==> src/rtl/frac_tick_pkg.sv <==
package frac_tick_pkg;
  localparam int ADDR_W  = 3;
  localparam int NUM_CFG = 4;

  typedef enum logic [ADDR_W-1:0] {
    ADR_POS = 3'd0,
    ADR_NEG = 3'd1,
    ADR_ACC = 3'd2,
    ADR_SUB = 3'd3,
    ADR_OVR = 3'd4,
    ADR_CNT = 3'd5
  } addr_e;

  // Address of each plain configuration register, by bank index.
  function automatic logic [ADDR_W-1:0] cfg_addr(input int idx);
    case (idx)
      0:       return ADR_POS;
      1:       return ADR_NEG;
      2:       return ADR_SUB;
      default: return ADR_OVR;
    endcase
  endfunction
endpackage

==> src/rtl/frac_tick_cfg.sv <==
module frac_tick_cfg
  import frac_tick_pkg::*;
#(
  parameter int DW = 32
) (
  input  logic              clk_i,
  input  logic              rst_ni,
  input  logic              wr_en_i,
  input  logic [ADDR_W-1:0] addr_i,
  input  logic [DW-1:0]     wdata_i,
  output logic [DW-1:0]     pos_inc_o,
  output logic [DW-1:0]     neg_inc_o,
  output logic [DW-1:0]     sub_val_o,
  output logic [DW-1:0]     ovr_val_o
);
  logic [DW-1:0] bank_q [NUM_CFG];

  for (genvar g = 0; g < NUM_CFG; g++) begin : g_bank
    localparam logic [ADDR_W-1:0] MY_ADDR = cfg_addr(g);
    always_ff @(posedge clk_i or negedge rst_ni) begin
      if (!rst_ni) begin
        bank_q[g] <= '0;
      end else if (wr_en_i && (addr_i == MY_ADDR)) begin
        bank_q[g] <= wdata_i;
      end
    end
  end

  assign pos_inc_o = bank_q[0];
  assign neg_inc_o = bank_q[1];
  assign sub_val_o = bank_q[2];
  assign ovr_val_o = bank_q[3];
endmodule

==> src/rtl/frac_tick_ctr.sv <==
module frac_tick_ctr #(
  parameter int DW = 32
) (
  input  logic          clk_i,
  input  logic          rst_ni,
  input  logic          tick_en_i,
  input  logic          sw_load_i,
  input  logic [DW-1:0] sw_val_i,
  input  logic [DW-1:0] reload_i,
  output logic [DW-1:0] cnt_o,
  output logic          at_max_o
);
  logic [DW-1:0] cnt_q;

  assign at_max_o = &cnt_q;
  assign cnt_o    = cnt_q;

  always_ff @(posedge clk_i or negedge rst_ni) begin
    if (!rst_ni) begin
      cnt_q <= '0;
    end else if (sw_load_i) begin
      cnt_q <= sw_val_i;
    end else if (tick_en_i) begin
      cnt_q <= at_max_o ? reload_i : cnt_q + DW'(1);
    end
  end
endmodule

==> src/rtl/frac_tick_acc.sv <==
module frac_tick_acc #(
  parameter int DW = 32
) (
  input  logic          clk_i,
  input  logic          rst_ni,
  input  logic          step_i,
  input  logic          sw_load_i,
  input  logic [DW-1:0] sw_val_i,
  input  logic [DW-1:0] pos_inc_i,
  input  logic [DW-1:0] neg_inc_i,
  output logic [DW-1:0] acc_o,
  output logic          pick_sub_o
);
  logic [DW-1:0] acc_q;
  logic [DW-1:0] addend;

  assign pick_sub_o = acc_q[DW-1];
  assign addend     = pick_sub_o ? pos_inc_i : neg_inc_i;
  assign acc_o      = acc_q;

  always_ff @(posedge clk_i or negedge rst_ni) begin
    if (!rst_ni) begin
      acc_q <= '0;
    end else if (sw_load_i) begin
      acc_q <= sw_val_i;
    end else if (step_i) begin
      acc_q <= acc_q + addend;
    end
  end
endmodule

==> src/rtl/frac_tick_gen.sv <==
module frac_tick_gen
  import frac_tick_pkg::*;
#(
  parameter int DW = 32
) (
  input  logic              clk_i,
  input  logic              rst_ni,
  input  logic              tick_en_i,
  input  logic              wr_en_i,
  input  logic [ADDR_W-1:0] addr_i,
  input  logic [DW-1:0]     wdata_i,
  output logic [DW-1:0]     rdata_o,
  output logic              ovf_o
);
  logic [DW-1:0] pos_inc, neg_inc, sub_val, ovr_val;
  logic [DW-1:0] cnt_val, acc_val, reload_val;
  logic          at_max, pick_sub;
  logic          wr_acc, wr_cnt;

  assign wr_acc = wr_en_i && (addr_i == ADR_ACC);
  assign wr_cnt = wr_en_i && (addr_i == ADR_CNT);
  assign ovf_o  = tick_en_i && at_max;
  assign reload_val = pick_sub ? sub_val : ovr_val;

  frac_tick_cfg #(.DW(DW)) u_cfg (
    .clk_i     (clk_i),
    .rst_ni    (rst_ni),
    .wr_en_i   (wr_en_i),
    .addr_i    (addr_i),
    .wdata_i   (wdata_i),
    .pos_inc_o (pos_inc),
    .neg_inc_o (neg_inc),
    .sub_val_o (sub_val),
    .ovr_val_o (ovr_val)
  );

  frac_tick_ctr #(.DW(DW)) u_ctr (
    .clk_i     (clk_i),
    .rst_ni    (rst_ni),
    .tick_en_i (tick_en_i),
    .sw_load_i (wr_cnt),
    .sw_val_i  (wdata_i),
    .reload_i  (reload_val),
    .cnt_o     (cnt_val),
    .at_max_o  (at_max)
  );

  frac_tick_acc #(.DW(DW)) u_acc (
    .clk_i      (clk_i),
    .rst_ni     (rst_ni),
    .step_i     (ovf_o),
    .sw_load_i  (wr_acc),
    .sw_val_i   (wdata_i),
    .pos_inc_i  (pos_inc),
    .neg_inc_i  (neg_inc),
    .acc_o      (acc_val),
    .pick_sub_o (pick_sub)
  );

  always_comb begin
    case (addr_i)
      ADR_POS: rdata_o = pos_inc;
      ADR_NEG: rdata_o = neg_inc;
      ADR_ACC: rdata_o = acc_val;
      ADR_SUB: rdata_o = sub_val;
      ADR_OVR: rdata_o = ovr_val;
      ADR_CNT: rdata_o = cnt_val;
      default: rdata_o = '0;
    endcase
  end
endmodule

==> config.mk <==
export PLATFORM = sky130hd
export DESIGN_NAME = frac_tick_gen
export DESIGN_NICKNAME = d
export VERILOG_FILES = /design/src/rtl/frac_tick_pkg.sv /design/src/rtl/frac_tick_cfg.sv /design/src/rtl/frac_tick_ctr.sv /design/src/rtl/frac_tick_acc.sv /design/src/rtl/frac_tick_gen.sv
export SDC_FILE = /design/constraint.sdc
export NUM_CORES = 1
export LEC_CHECK = 0
export CORE_MARGIN = 3
export CORE_UTILIZATION = 62
export CTS_BUF_LIST = sky130_fd_sc_hd__clkbuf_4 sky130_fd_sc_hd__clkbuf_8
export CTS_CLUSTER_DIAMETER = 100
export DETAILED_ROUTE_END_ITERATION = 10
export PLACE_DENSITY = 0.9
export SYNTH_ARGS = -nofsm -noshare
export SYNTH_HDL_FRONTEND = slang
export SYNTH_SLANG_ARGS = --single-unit
==> constraint.sdc <==
create_clock -name clk_i -period 5.7 [get_ports clk_i]
set_input_delay 1.425 -clock clk_i [delete_from_list [all_inputs] [get_ports clk_i]]
set_output_delay 1.425 -clock clk_i [all_outputs]
set_load 0.1 [all_outputs]
After elaboration in Yosys (flattened, before gate mapping)
Index checks and enable logic that the tools add are counted.
Widths: inputs -> output; s select.
{"block": "totals", "ff_bits": 192, "in_bits": 39, "out_inout_bits": 33, "wordCells": 32}
{"block": "op_classes", "add_sub_neg": 2, "eq_ne": 5, "n_mux": 8, "reduce_logical": 11}
{"operator": "$mux 32", "n": 7}
{"operator": "$pmux 32 s6", "n": 1}
{"operator": "$add 32x1->32 const B", "n": 1}
{"operator": "$add 32x32->32", "n": 1}
{"operator": "$reduce_and 32->1", "n": 1}
{"operator": "$logic_and 1x1->1", "n": 7}
{"operator": "$eq 3x2->1 const B", "n": 2}
{"operator": "$eq 3x3->1 const B", "n": 2}
{"operator": "$reduce_bool 2->1", "n": 2}
{"operator": "$eq 3x1->1 const B", "n": 1}
{"operator": "$logic_not 3->1", "n": 1}

Logic depth before layout (Yosys ltp)
Gate-level depths: netlist of run 1.
{"block": "depth", "word_depth": 4, "depth_mapped": 15, "ltp_nobuf": 11}

Cells and area by module
Synthesis of run 1 repeated with hierarchy kept, for this count alone.
{"block": "unflattened", "hier_cells": 1253, "area_unflattened_um2": 13033.8}
{"module": "frac_tick_cfg", "n_inst": 1, "cells_per_inst": 274, "area_each_um2": 4823.4, "seq_area_each_um2": 3203.1}
{"module": "frac_tick_acc", "n_inst": 1, "cells_per_inst": 423, "area_each_um2": 3560.9, "seq_area_each_um2": 800.8}
{"module": "frac_tick_ctr", "n_inst": 1, "cells_per_inst": 291, "area_each_um2": 2382.3, "seq_area_each_um2": 800.8}
{"module": "frac_tick_gen", "n_inst": 1, "cells_per_inst": 265, "area_each_um2": 2267.2, "seq_area_each_um2": 0.0}

Least setup slack after synthesis of run 1
OpenSTA, ideal clock, no wires.
{"block": "synth_timing", "path_kind": "input to output", "start": "input port addr_i[0]", "end": "output port rdata_o[31]", "arrival_time_ps": 3096, "t_required_ps": 4275, "path_slack_ps": 1179, "stages": 4, "path_buffers": 1, "cell_sequence": "nor3b_1 -> clkbuf_1 -> a22oi_1 -> nand3_1"}
{"block": "synth_between", "elab_chain_len": 2, "elab_cells_between_ends": 7, "cone_classes": "5 x eq/ne; 1 x mux; 1 x reduce/logical"}
{"item": "start, declared", "line_no": "frac_tick_gen.sv:10", "text": "input logic [ADDR_W-1:0] addr_i,"}
{"item": "$eq 3x3->1, or another cell as far along", "line_no": "frac_tick_gen.sv:61", "text": "case (addr_i)"}
{"item": "$pmux 32 s6 *", "line_no": "frac_tick_gen.sv:61"}
{"item": "end, declared", "line_no": "frac_tick_gen.sv:12", "text": "output logic [DW-1:0] rdata_o,"}
Mark *: on every way between the ends. The rest lies on a longest branch, timed or not.

Final worst setup path of run 1
{"block": "layout_timing", "start": "input port tick_en_i", "end": "output port ovf_o"}
{"block": "layout_between", "elab_chain_len": 1}
{"item": "start, declared", "line_no": "frac_tick_gen.sv:8", "text": "input logic tick_en_i,"}
{"item": "$logic_and 1x1->1", "line_no": "frac_tick_gen.sv:22", "text": "assign ovf_o = tick_en_i && at_max;"}
{"item": "end, declared", "line_no": "frac_tick_gen.sv:13", "text": "output logic ovf_o"}
Every way passes these cells.

==> flow_summary_export.csv, run 1 <==
group,metric,value,unit
worst_setup_path,critical_path_peak_fanout,12,
global_route,first_global_vias,10600,
min_path,holdCritPathClass,"flip-flop to flip-flop",
die,floorplan.die.height,144.4,µm
route,detailedRoute.firstPassIterationCount,8,
final_layout,drive_above_1_share,22.18,%
route,detail_route.wirelength,36.33,mm
route,detail_route.drc_violations,0,
synthesis,yosys_register_bits,192,
global_route,overflow,0,
power,internal-power,3.058,mW
power,p_clk_share,17.5,%
worst_setup_path,rrSetupSlack,1.45,ns
clocking,worstSkewPairLatency,0.49,ns
clocking,post_cts.resized_instances,0,
clocking,cts_setup_buffers,0,
synthesis,post_synth_and_or_nand_nor_area_fraction,12.88,%
global_route,wire_length_of_the_first_global_routing_pass,56.92,mm
clocking,tritoncts_num_sinks,192,
power,power.net_switching,2.185,mW
power,power.sequential.fraction,38.2,%
sta,max_slew_margin,27.60,%
place,placed_cell_area,0.01302,mm²
sta,setup_viol,0,
synthesis,netlist-cell-type-count,63,
die,rows,49,
global_route,grt_util_met2,54.06,%
die,dieWidth,144.4,µm
sta,timing.clock.skew,0.01778,ns
synthesis,dominant_combinational_cell_family_by_area_after_synthesis,"compound AO/OA/AOI/OAI gates",
synthesis,yosys-mux-area-fraction,18.42,%
die,io_pins,72,
route,routed_via_density,7.294,
power,peakVddDrop,187.1,µV
worst_setup_path,setup.worst_path.class,"input pin to output port",
clocking,cts_htree_levels,4,
global_route,groute.layer.met1.usage,46.81,%
final_layout,fin_area,0.01341,mm²
synthesis,synth_warnings,0,
sta,rsz0062_at_grt,"no",
synthesis,post_synth_top_area_share,40.47,%
route,drt-initial-drc-count,1498,
synthesis,instance_count_of_the_mapped_netlist,1213,
synthesis,synth-adder-area-share,3.541,%
clocking,numCtsBuffers,17,
global_route,gr-usage-all-layers,35.12,%
power,pwr-share-comb,44.2,%
synthesis,synth-async-reset-ratio,100.0,%
global_route,grt_util_met3,8.069,%
final_layout,area_growth,12.97,%
worst_setup_path,critical_path_required,4.28,ns
synthesis,synth_edf_count,0,
final_layout,final_nets,1309,
global_route,number_of_antenna_violations_at_the_first_check_in_global_routing,0,
synthesis,leading_post_synthesis_cells_by_cell_area,"dfrtp_1 40%, mux2_2 16%, a22oi_1 6.1%",
place,detailedPlacementHpwl,23.99,mm
power,power.total,5.243,mW
status,outcome,"completed",
route,post_route_ant_nets,0,
synthesis,synth-compound-area-share,19.40,%
synthesis,synth.cells.most_frequent,"192 x dfrtp_1, 172 x mux2_2, 96 x a22oi_1, 96 x nand2_1, 77 x a21oi_1",
sta,tns,0,ns
synthesis,synth_area_per_cell,9.788,µm²
sta,hold_viol,0,
die,dieArea,0.02085,mm²
sta,clock.fmax,202.5,MHz
clocking,clock_tree.root_cell,"clkbuf_8",
sta,tcrit_tclk_final,86.62,%
clocking,clkTransAtPathRegs,0.09,ns
synthesis,synth_top_flop_cell,"dfrtp_1",
clocking,cts_buffer_depth,2,
global_route,grt_max_degree,121,
synthesis,synth.largest_area_cell,"dfrtp_1",
place,numPortBuffers,71,
final_layout,fillCellCount,1236,
sta,timing_max_transition_violations_final,0,
die,floorplan.initialDensity,64.55,%
clocking,hold_buffer_count_at_cts,0,
global_route,global_route.peak_usage_layer,"met2",
route,vias,10780,
synthesis,synth.most_common_cell,"dfrtp_1",
die,core_area,0.01839,mm²
worst_setup_path,crit_path_start_kind,"input pin",
sta,tightest_slew,1.086,ns
power,static-leakage-power,5.500,nW
place,gp_congestion,0.9758,
synthesis,syn-num-nets,1285,
worst_setup_path,crit_arrival,3.51,ns
worst_setup_path,worstSetupEndpointType,"output port",
clocking,clock_tree_from_tritoncts,"yes",
power,power_density,390.9,mW/mm²
synthesis,post_synth_xor_area_fraction,1.770,%
final_layout,n_antenna_cell,0,
run,maxCapViolCount,0,
power,switching_share,41.68,%
synthesis,synth_area,0.01187,mm²
route,route.detailed.wl_per_inst,24.58,µm
synthesis,yosysSeqAreaShare,40.47,%
sta,layout_min_cycle_time,4.937,ns
-- power groups by stage --
stage          clock network (mW)  registers, mW  logic [mW]
2_1_floorplan                   0           1.87        1.70
3_3_place_gp                    0           1.98        2.20
3_5_place_dp                    0           2.00        2.26
4_1_cts                     0.921           1.98        2.29
5_1_grt                     0.969           2.03        2.49
6_report                    0.920           2.00        2.32
-- critical path, stage by stage --
cell and delay, ns:
clkdlybuf4s50_1 0.50, nand2_1 0.09, nor2_1 0.44, nand3_2 0.26
nor3_1 0.30, buf_4 0.28, buf_12 0.20
-- sequential cells by signal (all words and copies together) (netlist names) --
register         cells
u_acc.acc_o         32
u_cfg.neg_inc_o     32
u_cfg.ovr_val_o     32
u_cfg.pos_inc_o     32
u_cfg.sub_val_o     32
u_ctr.cnt_o         32
-- cell type report --
cell class | instances | area [µm²] | area share (%)
Timing Repair Buffer | 91 | 1207 | 9.002
Multi-Input combinational cell | 923 | 6674 | 49.76
Tap cell | 229 | 286.5 | 2.136
Sequential cell | 192 | 4806 | 35.83
Clock inverter | 11 | 131.4 | 0.9795
Clock buffer | 20 | 262.8 | 1.959
Inverter | 12 | 45.04 | 0.3358
-- logic make-up after synthesis --
kind of cell,count (synthesis)
AO/OA/AOI/OAI,350
buffers and inverters,98
XOR/XNOR,24
adder cells (fa/ha/maj),33
multiplexers,197
flip-flops,192
AND/OR/NAND/NOR,319
-- through the flow --
stage               setup WS (ns)  hold WS (ns)  util [%]  instances
floorplan                   1.179        0.4958         -       1213
global placement            1.019        0.5085     70.78       1447
detailed placement         0.9839        0.5181     70.78       1447
CTS                        0.8729        0.5405     72.93       1478
global route               0.7798        0.5510     72.93       1478
finish                     0.7626        0.5434     72.93       1478
-- path summary, 6_finish.rpt --
check,from,end,depth (start not counted)
max,tick_en_i,ovf_o,7
max in group asynchronous,rst_ni,u_cfg.pos_inc_o[19],2
min reg2reg,u_cfg.neg_inc_o[17],u_cfg.neg_inc_o[17],1
min in group asynchronous,rst_ni,u_cfg.sub_val_o[27],1
min,u_cfg.neg_inc_o[17],u_cfg.neg_inc_o[17],1
max reg2reg,u_acc.acc_o[31],u_acc.acc_o[28],11
-- placed cells by master, fill, tap and decap left out, types with 5 or more instances in the layout --
master | netlist | routed
a211oi_1 | 16 | 16
a21o_1 | 24 | 24
a21oi_1 | 77 | 77
a22oi_1 | 96 | 96
a31oi_1 | 15 | 15
a41oi_1 | 5 | 5
and3_1 | 9 | 9
and4_1 | 5 | 5
buf_12 | 0 | 34
buf_4 | 2 | 19
clkbuf_8 | 0 | 19
clkdlybuf4s50_1 | 0 | 37
dfrtp_1 | 192 | 191
ha_1 | 32 | 32
inv_1 | 12 | 12
mux2_2 | 172 | 172
mux2i_1 | 25 | 25
nand2_1 | 96 | 96
nand3_1 | 63 | 63
nand4_1 | 15 | 15
nor2_1 | 76 | 76
nor3_1 | 19 | 18
o211ai_1 | 8 | 8
o21ai_0 | 54 | 54
o21ai_1 | 9 | 9
o22ai_1 | 7 | 7
o31ai_1 | 8 | 8
or3_1 | 6 | 6
xnor2_1 | 13 | 13
xor2_1 | 11 | 11
-- routing by layer --
metal	wire, µm	vias to the layer above
li1	-	4582
met1	14200	5288
met2	16540	715
met3	3688	195
met4	1902	0
met5	0	-
Note: power is estimated with default switching activity, not from simulation.
==> run 2: changes to the inputs <==
--- a/config.mk
+++ b/config.mk
@@ -6,11 +6,12 @@
 export NUM_CORES = 1
 export LEC_CHECK = 0
 export CORE_MARGIN = 3
-export CORE_UTILIZATION = 62
+export CORE_UTILIZATION = 63
 export CTS_BUF_LIST = sky130_fd_sc_hd__clkbuf_4 sky130_fd_sc_hd__clkbuf_8
 export CTS_CLUSTER_DIAMETER = 100
 export DETAILED_ROUTE_END_ITERATION = 10
 export PLACE_DENSITY = 0.9
 export SYNTH_ARGS = -nofsm -noshare
 export SYNTH_HDL_FRONTEND = slang
+export SYNTH_HIERARCHICAL = 1
 export SYNTH_SLANG_ARGS = --single-unit
==> flow_summary_export.csv, run 2 <==
group,metric,value,unit
power,switching_share,41.73,%
clocking,clock_tree_from_tritoncts,"yes",
global_route,number_of_antenna_violations_at_the_first_check_in_global_routing,0,
worst_setup_path,critical_path_required,4.28,ns
worst_setup_path,max_stage_delay,0.46,ns
worst_setup_path,dominant_delay_contributor_by_cell_family_on_the_critical_path,"buffers and inverters",
final_layout,mostFrequentLayoutCells,"197 x mux2_2, 191 x dfrtp_1, 91 x a21oi_1",
global_route,overflow,0,
worst_setup_path,number_of_buffers_and_inverters_on_the_critical_path,3,
clocking,numCtsBuffers,17,
power,power_density,376.1,mW/mm²
route,route.detailed.wl_per_inst,24.25,µm
sta,max_slew_margin,18.02,%
synthesis,synth.cells.most_frequent,"197 x mux2_2, 192 x dfrtp_1, 91 x a21oi_1, 62 x nand2_1, 56 x mux2i_1",
worst_setup_path,crit_top_cell,"buf_4",
sta,post_route_worst_hold_slack,0.5379,ns
synthesis,synth_area_per_cell,10.40,µm²
global_route,first_global_vias,10360,
die,core_area,0.01991,mm²
worst_setup_path,crit_arrival,3.28,ns
synthesis,post_synth_top_area_share,36.86,%
clocking,worstSkewPairLatency,0.47,ns
sta,rsz0062_at_grt,"no",
worst_setup_path,critPathCapture,"rdata_o[13]",
sta,timing_max_transition_violations_final,0,
clocking,post_cts.resized_instances,0,
worst_setup_path,path_cells,"buf_4 -> buf_12 -> mux2_2 -> a22oi_1 -> o21ai_0 -> buf_4",
power,power.net_switching,2.202,mW
power,pwr-share-comb,44.1,%
synthesis,yosys_register_bits,192,
clocking,cts_buffer_depth,2,
worst_setup_path,critical_path.startpoint,"addr_i[0]",
route,vias,10930,
worst_setup_path,cp_slowest_cell,"buf_4",
global_route,grt_max_degree,134,
sta,tns,0,ns
sta,setup_viol,0,
synthesis,syn-num-nets,1325,
route,routed_via_density,7.070,
worst_setup_path,worst-path-stages,6,
final_layout,n_antenna_cell,0,
route,detail_route.drc_violations,0,
route,detail_route.wirelength,37.49,mm
die,io_pins,72,
worst_setup_path,r2r-start,"u_acc/acc_o[31]",
power,power.sequential.fraction,38.3,%
clocking,cts_setup_buffers,0,
min_path,holdCritPathClass,"flip-flop to flip-flop",
sta,layout_min_cycle_time,4.709,ns
synthesis,yosysSeqAreaShare,36.86,%
die,dieArea,0.02245,mm²
sta,tcrit_tclk_final,82.62,%
place,gp_congestion,0.9465,
power,power.total,5.275,mW
place,detailedPlacementHpwl,26.52,mm
worst_setup_path,crit_path_start_kind,"input pin",
clocking,clock_tree.root_cell,"clkbuf_8",
route,post_route_ant_nets,0,
power,p_clk_share,17.6,%
sta,timing.clock.skew,0.01246,ns
final_layout,area_growth,7.632,%
final_layout,fillCellCount,1400,
synthesis,synth-async-reset-ratio,100.0,%
worst_setup_path,setup.worst_path.class,"input pin to output port",
worst_setup_path,critical_path_peak_fanout,49,
synthesis,synth_warnings,6,
final_layout,layout_commonest_cell,"mux2_2",
synthesis,leading_post_synthesis_cells_by_cell_area,"dfrtp_1 37%, mux2_2 17%, mux2i_1 4.3%",
synthesis,synth_area,0.01303,mm²
worst_setup_path,worstSetupEndpointType,"output port",
power,static-leakage-power,5.825,nW
synthesis,synth_top_flop_cell,"dfrtp_1",
worst_setup_path,crit-reg2reg-capture,"u_acc/acc_o[26]",
die,floorplan.die.height,149.8,µm
sta,clock.fmax,212.3,MHz
status,outcome,"completed",
die,dieWidth,149.8,µm
clocking,clkTransAtPathRegs,0.08,ns
global_route,wire_length_of_the_first_global_routing_pass,58.88,mm
clocking,hold_buffer_count_at_cts,0,
power,peakVddDrop,189.8,µV
route,detailedRoute.firstPassIterationCount,6,
worst_setup_path,rrSetupSlack,1.84,ns
die,rows,51,
clocking,tritoncts_num_sinks,192,
power,internal-power,3.074,mW
route,drt-initial-drc-count,1587,
global_route,gr-usage-all-layers,33.66,%
run,maxCapViolCount,0,
final_layout,final_nets,1341,
synthesis,synth.most_common_cell,"mux2_2",
synthesis,synth_edf_count,0,
place,numPortBuffers,71,
synthesis,instance_count_of_the_mapped_netlist,1253,
final_layout,drive_above_1_share,25.45,%
clocking,cts_htree_levels,4,
die,floorplan.initialDensity,65.47,%
sta,hold_viol,0,
worst_setup_path,worstRegToRegCells,9,
sta,tightest_slew,1.219,ns
synthesis,synth.largest_area_cell,"dfrtp_1",
synthesis,netlist-cell-type-count,79,
-- run 2: worst min path at each step --
stage	from	depth (start not counted)	to
2_1_floorplan	u_cfg/ovr_val_o[0]	1	u_cfg/ovr_val_o[0]
3_3_place_gp	u_cfg/ovr_val_o[29]	1	u_cfg/ovr_val_o[29]
3_5_place_dp	u_cfg/ovr_val_o[30]	1	u_cfg/ovr_val_o[30]
4_1_cts	u_cfg/neg_inc_o[25]	1	u_cfg/neg_inc_o[25]
5_1_grt	u_cfg/pos_inc_o[16]	1	u_cfg/pos_inc_o[16]
6_report	u_cfg/ovr_val_o[30]	1	u_cfg/ovr_val_o[30]
-- run 2: per-stage QoR --
stage	utilization, %	instances	worst slack (ns)	area (µm²)
detailed placement	68.41	1515	1.027	13620
finish	70.46	1546	0.9906	14030
global placement	68.41	1515	1.087	13620
global route	70.46	1546	0.9095	14030
floorplan	-	1253	0.1501	13030
CTS	70.46	1546	1.039	14030
-- run 2: metal layers --
layer | share of wire [%] | up-vias | wire, µm | global-route usage [%]
met3 | 11 | 114 | 4040 | 7.662
li1 | - | 4729 | - | -
met2 | 44 | 717 | 16620 | 49.47
met4 | 3.3 | 0 | 1240 | 12.03
met1 | 42 | 5370 | 15580 | 49.08
met5 | 0 | - | 0 | 0
-- run 2: area by class of cell --
class / instances / area (µm²) / area share [%]
Clock buffer: 23 / 304.0 / 2.167
Tap cell: 265 / 331.6 / 2.364
Multi-Input combinational cell: 951 / 7631 / 54.40
Clock inverter: 8 / 105.1 / 0.7492
Timing Repair Buffer: 90 / 787.0 / 5.610
Inverter: 17 / 63.81 / 0.4549
Sequential cell: 192 / 4806 / 34.26
-- run 2: worst reg2reg max path, cell delays in order, from the launching register on --
cell     delay, ns
dfrtp_2       0.62
buf_4         0.68
mux2_2        0.48
ha_1          0.43
nand2_1       0.15
nor3_1        0.38
or3b_1        0.39
o21ai_1       0.21
mux2i_1       0.14
a221o_1       0.29
-- run 2: cells by family after synthesis --
group / synth area share, %
AND/OR/NAND/NOR: 11.03
adder cells (fa/ha/maj): 3.225
AO/OA/AOI/OAI: 16.91
buffers and inverters: 4.915
XOR/XNOR: 3.293
multiplexers: 23.77
flip-flops: 36.86
-- run 2: power by group through the flow --
stage,Combinational (mW),Clock [mW],Sequential [mW]
after CTS,2.29,0.925,2.00
final,2.33,0.926,2.02
after global routing,2.50,0.990,2.05
after floorplan,1.83,0,1.86
after global placement,2.20,0,1.99
after detailed placement,2.27,0,2.01
